[src/rtl/pfail_pkg.sv]
package pfail_pkg;

  typedef enum logic [1:0] {
    PWR_DOWN    = 2'd0,
    PWR_RECOVER = 2'd1,
    PWR_UP      = 2'd2
  } pwrState_t;

  typedef struct packed {
    logic capture;
    logic commit;
    logic readEn;
    logic chkBatt;
  } dpStrobe_t;

endpackage

[src/rtl/pfail_ctrl.sv]
module pfail_ctrl
  import pfail_pkg::*;
#(
  parameter int unsigned REC_CYCLES = 16
) (
  input  logic       clk,
  input  logic       rstN,
  input  logic       selN,
  input  logic       selP,
  input  logic       oeN,
  input  logic       weN,
  input  logic       belowTrip,
  input  logic       belowSwitch,
  output dpStrobe_t  strobe,
  output logic       battSel
);

  localparam int unsigned CNT_W = (REC_CYCLES > 1) ? $clog2(REC_CYCLES) : 1;
  localparam logic [CNT_W-1:0] CNT_LAST = CNT_W'(REC_CYCLES - 1);

  pwrState_t        pwrState, pwrNext;
  logic [CNT_W-1:0] recCnt;
  logic             wrPend;
  logic             accessOk, writeAct, readAct;

  assign accessOk = (pwrState == PWR_UP) && !belowTrip;
  assign writeAct = !selN && selP && !weN;
  assign readAct  = !selN && selP && !oeN && weN;

  always_comb begin
    strobe.capture = accessOk && writeAct;
    strobe.commit  = accessOk && wrPend && !writeAct;
    strobe.readEn  = accessOk && readAct && !strobe.commit;
    strobe.chkBatt = (pwrState == PWR_DOWN) && !belowTrip;
  end

  always_comb begin
    pwrNext = pwrState;
    if (belowTrip) begin
      pwrNext = PWR_DOWN;
    end else begin
      unique case (pwrState)
        PWR_DOWN:    pwrNext = PWR_RECOVER;
        PWR_RECOVER: if (recCnt == CNT_LAST) pwrNext = PWR_UP;
        default:     pwrNext = PWR_UP;
      endcase
    end
  end

  always_ff @(posedge clk or negedge rstN) begin
    if (!rstN) begin
      pwrState <= PWR_DOWN;
      recCnt   <= '0;
      wrPend   <= 1'b0;
      battSel  <= 1'b0;
    end else begin
      pwrState <= pwrNext;
      battSel  <= belowSwitch;
      wrPend   <= strobe.capture;
      if (pwrState == PWR_RECOVER && !belowTrip) recCnt <= recCnt + 1'b1;
      else                                       recCnt <= '0;
    end
  end

  assert_down_blocks_R4: assert property (@(posedge clk) disable iff (!rstN)
    belowTrip |=> (pwrState != PWR_UP));

  assert_recover_len_R6: assert property (@(posedge clk) disable iff (!rstN)
    (pwrState == PWR_UP && $past(pwrState) == PWR_RECOVER) |-> ($past(recCnt) == CNT_LAST));

  assert_battsel_on_R5: assert property (@(posedge clk) disable iff (!rstN)
    belowSwitch |=> battSel);

  assert_battsel_off_R5: assert property (@(posedge clk) disable iff (!rstN)
    !belowSwitch |=> !battSel);

  assert_no_commit_after_fail_R7: assert property (@(posedge clk) disable iff (!rstN)
    belowTrip |=> !strobe.commit);

endmodule

[src/rtl/pfail_dp.sv]
module pfail_dp
  import pfail_pkg::*;
#(
  parameter int unsigned ADDR_W    = 13,
  parameter int unsigned DATA_W    = 8,
  parameter int unsigned FLAG_ADDR = 'h1FFD,
  parameter int unsigned FLAG_BIT  = 6,
  parameter int unsigned EN_BIT    = 7
) (
  input  logic              clk,
  input  logic              rstN,
  input  dpStrobe_t         strobe,
  input  logic [ADDR_W-1:0] addr,
  input  logic [DATA_W-1:0] wrData,
  input  logic [DATA_W-1:0] memRdata,
  input  logic              battLowCmp,
  input  logic              belowTrip,
  input  logic              weN,
  output logic              memWe,
  output logic [ADDR_W-1:0] memAddr,
  output logic [DATA_W-1:0] memWdata,
  output logic              rdDrive,
  output logic [DATA_W-1:0] rdData
);

  localparam logic [ADDR_W-1:0] FLAG_A = ADDR_W'(FLAG_ADDR);

  logic [ADDR_W-1:0] holdAddr;
  logic [DATA_W-1:0] holdData;
  logic              battEn;
  logic              battFlag;
  logic              isFlagByte;
  logic [DATA_W-1:0] merged;

  always_ff @(posedge clk or negedge rstN) begin
    if (!rstN) begin
      holdAddr <= '0;
      holdData <= '0;
      battEn   <= 1'b0;
      battFlag <= 1'b0;
    end else begin
      if (strobe.capture) begin
        holdAddr <= addr;
        holdData <= wrData;
      end
      if (strobe.commit && holdAddr == FLAG_A) battEn <= holdData[EN_BIT];
      if (strobe.chkBatt) battFlag <= battEn && battLowCmp;
    end
  end

  assign isFlagByte = (addr == FLAG_A);

  for (genvar b = 0; b < DATA_W; b++) begin : g_merge
    if (b == FLAG_BIT) begin : g_flag
      assign merged[b] = isFlagByte ? battFlag : memRdata[b];
    end else begin : g_plain
      assign merged[b] = memRdata[b];
    end
  end

  assign memWe    = strobe.commit;
  assign memAddr  = strobe.commit ? holdAddr : addr;
  assign memWdata = holdData;
  assign rdDrive  = strobe.readEn;
  assign rdData   = strobe.readEn ? merged : '0;

  assert_we_powered_R4: assert property (@(posedge clk) disable iff (!rstN)
    memWe |-> !belowTrip);

  assert_rd_powered_R4: assert property (@(posedge clk) disable iff (!rstN)
    rdDrive |-> !belowTrip);

  assert_no_drive_on_write_R3: assert property (@(posedge clk) disable iff (!rstN)
    rdDrive |-> weN);

  assert_flag_hold_R8: assert property (@(posedge clk) disable iff (!rstN)
    !strobe.chkBatt |=> $stable(battFlag));

endmodule

[src/rtl/pfail_bus_ctrl.sv]
module pfail_bus_ctrl
  import pfail_pkg::*;
#(
  parameter int unsigned ADDR_W     = 13,
  parameter int unsigned DATA_W     = 8,
  parameter int unsigned REC_CYCLES = 16,
  parameter int unsigned FLAG_ADDR  = 'h1FFD,
  parameter int unsigned FLAG_BIT   = 6,
  parameter int unsigned EN_BIT     = 7
) (
  input  logic              clk,
  input  logic              rstN,
  input  logic              selN,
  input  logic              selP,
  input  logic              oeN,
  input  logic              weN,
  input  logic [ADDR_W-1:0] addr,
  input  logic [DATA_W-1:0] wrData,
  output logic [DATA_W-1:0] rdData,
  output logic              rdDrive,
  output logic              memWe,
  output logic [ADDR_W-1:0] memAddr,
  output logic [DATA_W-1:0] memWdata,
  input  logic [DATA_W-1:0] memRdata,
  input  logic              belowTrip,
  input  logic              belowSwitch,
  input  logic              battLowCmp,
  output logic              battSel
);

  dpStrobe_t strobe;

  pfail_ctrl #(
    .REC_CYCLES(REC_CYCLES)
  ) u_ctrl (
    .clk        (clk),
    .rstN       (rstN),
    .selN       (selN),
    .selP       (selP),
    .oeN        (oeN),
    .weN        (weN),
    .belowTrip  (belowTrip),
    .belowSwitch(belowSwitch),
    .strobe     (strobe),
    .battSel    (battSel)
  );

  pfail_dp #(
    .ADDR_W   (ADDR_W),
    .DATA_W   (DATA_W),
    .FLAG_ADDR(FLAG_ADDR),
    .FLAG_BIT (FLAG_BIT),
    .EN_BIT   (EN_BIT)
  ) u_dp (
    .clk       (clk),
    .rstN      (rstN),
    .strobe    (strobe),
    .addr      (addr),
    .wrData    (wrData),
    .memRdata  (memRdata),
    .battLowCmp(battLowCmp),
    .belowTrip (belowTrip),
    .weN       (weN),
    .memWe     (memWe),
    .memAddr   (memAddr),
    .memWdata  (memWdata),
    .rdDrive   (rdDrive),
    .rdData    (rdData)
  );

endmodule

[config.mk]
export PLATFORM = sky130hd
export DESIGN_NAME = pfail_bus_ctrl
export DESIGN_NICKNAME = d
export VERILOG_FILES = /design/src/rtl/pfail_pkg.sv /design/src/rtl/pfail_ctrl.sv /design/src/rtl/pfail_dp.sv /design/src/rtl/pfail_bus_ctrl.sv
export SDC_FILE = /design/constraint.sdc
export NUM_CORES = 1
export LEC_CHECK = 0
export ABC_CLOCK_PERIOD_IN_PS = 2550
export BUFFER_PORTS_ARGS = -buffer_cell sky130_fd_sc_hd__clkbuf_2
export CAP_MARGIN = 20
export CELL_PAD_IN_SITES_DETAIL_PLACEMENT = 1
export CELL_PAD_IN_SITES_GLOBAL_PLACEMENT = 2
export CORE_MARGIN = 2
export CORE_UTILIZATION = 28
export CTS_CLUSTER_SIZE = 24
export DETAILED_ROUTE_END_ITERATION = 7
export PLACE_DENSITY_LB_ADDON = 0.1
export SYNTH_ARGS = -nofsm -noshare
export SYNTH_HDL_FRONTEND = slang
export SYNTH_HIERARCHICAL = 1
export SYNTH_SLANG_ARGS = --single-unit
[constraint.sdc]
create_clock -name clk -period 2.55 [get_ports clk]
set_input_delay 0 -clock clk [delete_from_list [all_inputs] [get_ports clk]]
set_output_delay 0 -clock clk [all_outputs]
set_load 0.03 [all_outputs]
Word-level counts from Yosys, hierarchy flattened

Index checks and enable logic that the tools add are counted.
W data, S select, Z words.

Eq/ne operators: 6
Add/subtract/negate cells: 1
Reduce and logical (&&, ||, !) cells: 21
Mux-type cells: 7

Operators with widths:

| operator               | number |
|---|---|
| $eq A13 B13 Y1 const B | 2 |
| $logic_and A1 B1 Y1    | 14 |
| $mux W13               | 1 |
| $mux W8                | 1 |
| $logic_not A1 Y1       | 6 |
| $add A4 B1 Y4 const B  | 1 |
| $eq A4 B4 Y1 const B   | 1 |
| $mux W2                | 2 |
| $mux W4                | 1 |
| $pmux W2 S2            | 1 |
| $ne A3 B2 Y1 const B   | 1 |
| $eq A2 B1 Y1 const B   | 1 |
| $eq A2 B2 Y1 const B   | 1 |
| $logic_not A2 Y1       | 1 |
| $mux W1                | 1 |

Output and inout bits: 32
Register bits after elaboration: 31
Input port bits: 38
Word-level logic and storage cells: 43

Longest topological paths before layout

Depth after elaboration: 8
Mapped depth: 5
Depth with buffers taken out: 5

Hierarchy

The synthesis kept the hierarchy.

By module, submodules not included:

| module     | times used | sequential area each (um^2) | cells each | area each (um^2) |
|---|---|---|---|---|
| pfail_dp   | 1          | 575.6                       | 87         | 1139.8 |
| pfail_ctrl | 1          | 200.2                       | 31         | 372.9 |

Worst setup path after synthesis

OpenSTA, ideal clock, no wires.

Path kind: flip-flop to output port
From: register u_ctrl.pwrState[0]
To: output port rdData[6]
Data required time: 2550 ps
Buffers on the path: 0
Setup slack: 641 ps
Data arrival time: 1909 ps
Stages on the path, launching flop included: 5
Cell sequence: dfrtp_1 -> or3b_1 -> nor4_2 -> nand2_1 -> mux2i_1

RTL lines:

| item                   | RTL line             | RTL |
|---|---|---|
| start, declared        | pfail_ctrl.sv:21     | `pwrState_t pwrState, pwrNext;` |
| start signal, assigned | pfail_ctrl.sv:57     | `pwrState <= pwrNext;` |
| end, declared          | pfail_bus_ctrl.sv:19 | `output logic [DATA_W-1:0] rdData,` |

Worst setup path in the final report

From: register u_ctrl.pwrState[1]
To: output port rdData[6]

Longest elaborated chain between the ends: 7
Elaborated cells on any way between the ends: 8
Those cells by class: eq/ne: 1; mux: 1; reduce/logical: 6

Ends and longest elaborated chain:

| item                              | RTL line         | RTL |
|---|---|---|
| $eq A2 B2 Y1 *                    | pfail_ctrl.sv:26 | `assign accessOk = (pwrState == PWR_UP) && !belowTrip;` |
| $logic_and A1 B1 Y1 *             | pfail_ctrl.sv:26 |  |
| $logic_and A1 B1 Y1 (2 in series) | pfail_ctrl.sv:32 | `strobe.commit = accessOk && wrPend && !writeAct;` |
| $logic_not A1 Y1                  | pfail_ctrl.sv:33 | `strobe.readEn = accessOk && readAct && !strobe.commit;` |
| $logic_and A1 B1 Y1 *             | pfail_ctrl.sv:33 |  |
| $mux W8 *                         | pfail_dp.sv:65   | `assign rdData = strobe.readEn ? merged : '0;` |

Every way passes the cells marked *; elsewhere a longest branch is shown, timed or not.

==> metrics.md <==
| Metric | Value |
|---|---|
| Crit path arrival time | `2.25 ns` |
| Slew headroom | `46.02%` |
| Status | `complete, no violations` |
| Pwr dens | `495.0 mW/mm^2` |
| Pins Over Slew Limit | `0` |
| Largest area contributor in the netlist | `dfrtp_1` |
| Fillers | `591` |
| Buffers on Ports | `69` |
| DP HPWL | `2984 um` |
| Largest net degree at the start of global routing | `32` |
| Total gr overflow | `0` |
| Hold Vio Cnt, Final | `0` |
| Number of flops mapped to enable cells by yosys | `0` |
| Hold/Removal Path Class | `in -> reg` |
| Num Clock Sinks | `31` |
| Die H | `77.50 um` |
| Vias per cell | `4.621` |
| CP Capture Type | `output pin` |
| Final period util | `88.11%` |
| Clk buf depth | `2` |
| Setup Viol. Count Final | `0` |
| Reg-to-reg slack, setup | `0.68 ns` |
| Worst setup path startpoint | `u_ctrl/pwrState[1]` |
| Peak Freq | `0.4451 GHz` |
| Root buf cell | `clkbuf_8` |
| Die area | `0.006006 sq mm` |
| TritonCTS clock tree | `done` |
| Most common cell in the synthesized netlist | `mux2_2` |
| WL/cell | `14.76 um` |
| Final Power | `0.001132 W` |
| Yosys reg bits | `31` |
| Synth Instances | `118` |
| Syn Nets | `157` |
| Ys flop type | `dfrtp_1` |
| Worst reg2reg endpoint | `u_dp/holdAddr[3]` |
| Area Overhead vs Synth | `51.12%` |
| DRT iter0 DRCs | `32` |
| Core area | `0.005172 sq mm` |
| Post-DP Area | `0.001928 sq mm` |
| Setup TNS | `0 ns` |
| Req. time, crit path | `2.55 ns` |
| Post-route minimum period | `2.247 ns` |
| Yosys top cell area share | `51.28%` |
| Synthesized cell area | `0.001513 sq mm` |
| Least-Margin Pin Slew | `0.8098 ns` |
| Clock Latency Late Sink | `0.28 ns` |
| First-pass GRT wire length | `7017 um` |
| TritonCTS buffer count | `5` |
| Worst setup SP type | `flip-flop` |
| Residual DRC | `0` |
| Vias | `1,317` |
| Synth warn | `6` |
| WL final | `4207 um` |
| Antenna violations before repair | `0` |
| H-tree Lvls | `2` |
| Drt first pass iters | `2` |
| Ports | `70` |
| Clock slew at reported path FFs | `0.07 ns` |
| Synth cell types | `27` |
| Synth area leaders | `dfrtp_1, mux2_2, and2_1` |
| R2R cell count | `4` |
| Largest fanout on the critical path | `10` |
| Fraction of layout cells with a size suffix above 1 | `55.35%` |
| Lkg Pwr | `1.149 nW` |
| Max_cap viols | `0` |
| Commonest cells in the synthesized netlist | `mux2_2, dfrtp_1, and2_1` |
| Reg2reg start | `u_ctrl/pwrState[1]` |
| Register area share after synthesis | `51.28%` |
| Clock Skews | `0.007236 ns` |
| Worst setup path class | `reg -> out` |
| Inserted Diodes | `0` |
| CP endpoint | `rdData[6]` |
| ANT nets after route | `0` |
| # rows | `26` |
| Starting Density | `29.25%` |
| Mean Syn Cell Area | `12.82 sq um` |
| Nets | `253` |
| Chip width | `77.50 um` |
| Maximum VDD drop | `0.2646 mV` |
| Gpl congestion | `0.7461` |
| Vias in the first global route | `1,390` |
| Post-CTS sizing | `0` |
| Total track usage | `15.06%` |
| Final Cell Area | `0.002286 sq mm` |
| RSZ-0062 raised after global routing | `no` |
| Fraction of registers with async set/reset | `100.0%` |
logic make-up (layout without fill, tap and decap cells):
kind of cell,count (synthesis),after routing,synth area share (%)
flops,31,31,51.28
compound gates,4,4,2.068
xor+xnor,1,1,0.5791
mux,36,36,26.72
fa+ha+maj,1,1,0.8270
simple gates,36,36,15.30
buf+inv,9,106,3.225
layer usage:
metal / part of all wire [%] / up-vias / wire length (um) / global-route usage [%]
met2: 49 / 52 / 2066 / 25.65
met4: 1.3 / 0 / 53 / 5.357
met1: 42 / 640 / 1778 / 17.77
li1: - / 618 / - / -
met5: 0 / - / 0 / 0
met3: 7.3 / 7 / 309 / 4.884
how the worst min path moves through the flow:
stage | slack, ns | depth (start not counted) | from | endpoint
after CTS | 0.009 | 2 | addr[12] | u_dp/holdAddr[12]
final | 0.02 | 2 | addr[12] | u_dp/holdAddr[12]
after detailed placement | 0.12 | 1 | belowSwitch | u_ctrl/battSel
after global placement | 0.11 | 1 | belowSwitch | u_ctrl/battSel
after floorplan | -0.30 | 0 | rstN | u_ctrl/battSel
after global routing | 0.009 | 2 | addr[12] | u_dp/holdAddr[12]
state kept, by name, indices dropped and copies added (netlist names):
| name | count |
|---|---|
| u_ctrl/battSel | 1 |
| u_ctrl/recCnt | 4 |
| u_ctrl/pwrState | 2 |
| u_dp/battEn | 1 |
| u_ctrl/wrPend | 1 |
| u_dp/memWdata | 8 |
| u_dp/battFlag | 1 |
| u_dp/holdAddr | 13 |
area by class of cell:
class | count | area [sq um] | share of cell area [%]
flip-flops and latches | 31 | 775.7 | 33.94
multi-input cells | 78 | 693.2 | 30.32
repair buffers | 95 | 600.6 | 26.27
well taps | 70 | 87.58 | 3.831
clock buffers | 6 | 82.58 | 3.612
clock inverters | 2 | 35.03 | 1.533
inverters | 3 | 11.26 | 0.4926
cell usage in the layout (no fill, tap or decap), types with 2 or more instances in the layout:
| cell type | n |
|---|---|
| mux2_2 | 34 |
| nand2b_1 | 2 |
| o21ai_0 | 2 |
| nand4_1 | 3 |
| nor4_2 | 2 |
| clkbuf_8 | 6 |
| nor2_1 | 4 |
| and2_1 | 7 |
| dfrtp_1 | 31 |
| nor3_1 | 2 |
| clkbuf_2 | 69 |
| buf_4 | 2 |
| nand2_1 | 4 |
| nand3_1 | 3 |
| nand4b_1 | 2 |
| dlygate4sd3_1 | 24 |
| inv_1 | 3 |
report_power, final:
| group | switching (W) | leakage (nW) | total (W) | internal (W) |
|---|---|---|---|---|
| sequential | 0.00000241 | 0.428 | 0.000497 | 0.000495 |
| combinational | 0.0000664 | 0.660 | 0.000130 | 0.0000636 |
| clock | 0.000188 | 0.0612 | 0.000504 | 0.000316 |
through the flow:
stage                     hold slack [ns]  std cells  worst slack, ns  util [%]
after CTS                        0.008621        285           0.2456     44.19
final                             0.01679        285           0.3033     44.19
after floorplan                   -0.2956        118           0.6407         -
after global routing             0.008604        285         0.008435     44.19
after global placement             0.1109        253           0.6926     37.28
after detailed placement           0.1163        253           0.5669     37.28
critical path: stages, from the launching register on:
cell      delay, ns
dfrtp_1        0.45
or3b_1         0.42
nor4_2         0.60
nand2_1        0.11
mux2i_1        0.15
clkbuf_2       0.22
what timing repair did:
action,CTS,global route
endpoints found under the hold margin,54,0
setup buffers,0,0
hold buffers,24,0
No activity file was read; power rests on OpenSTA's default activity.
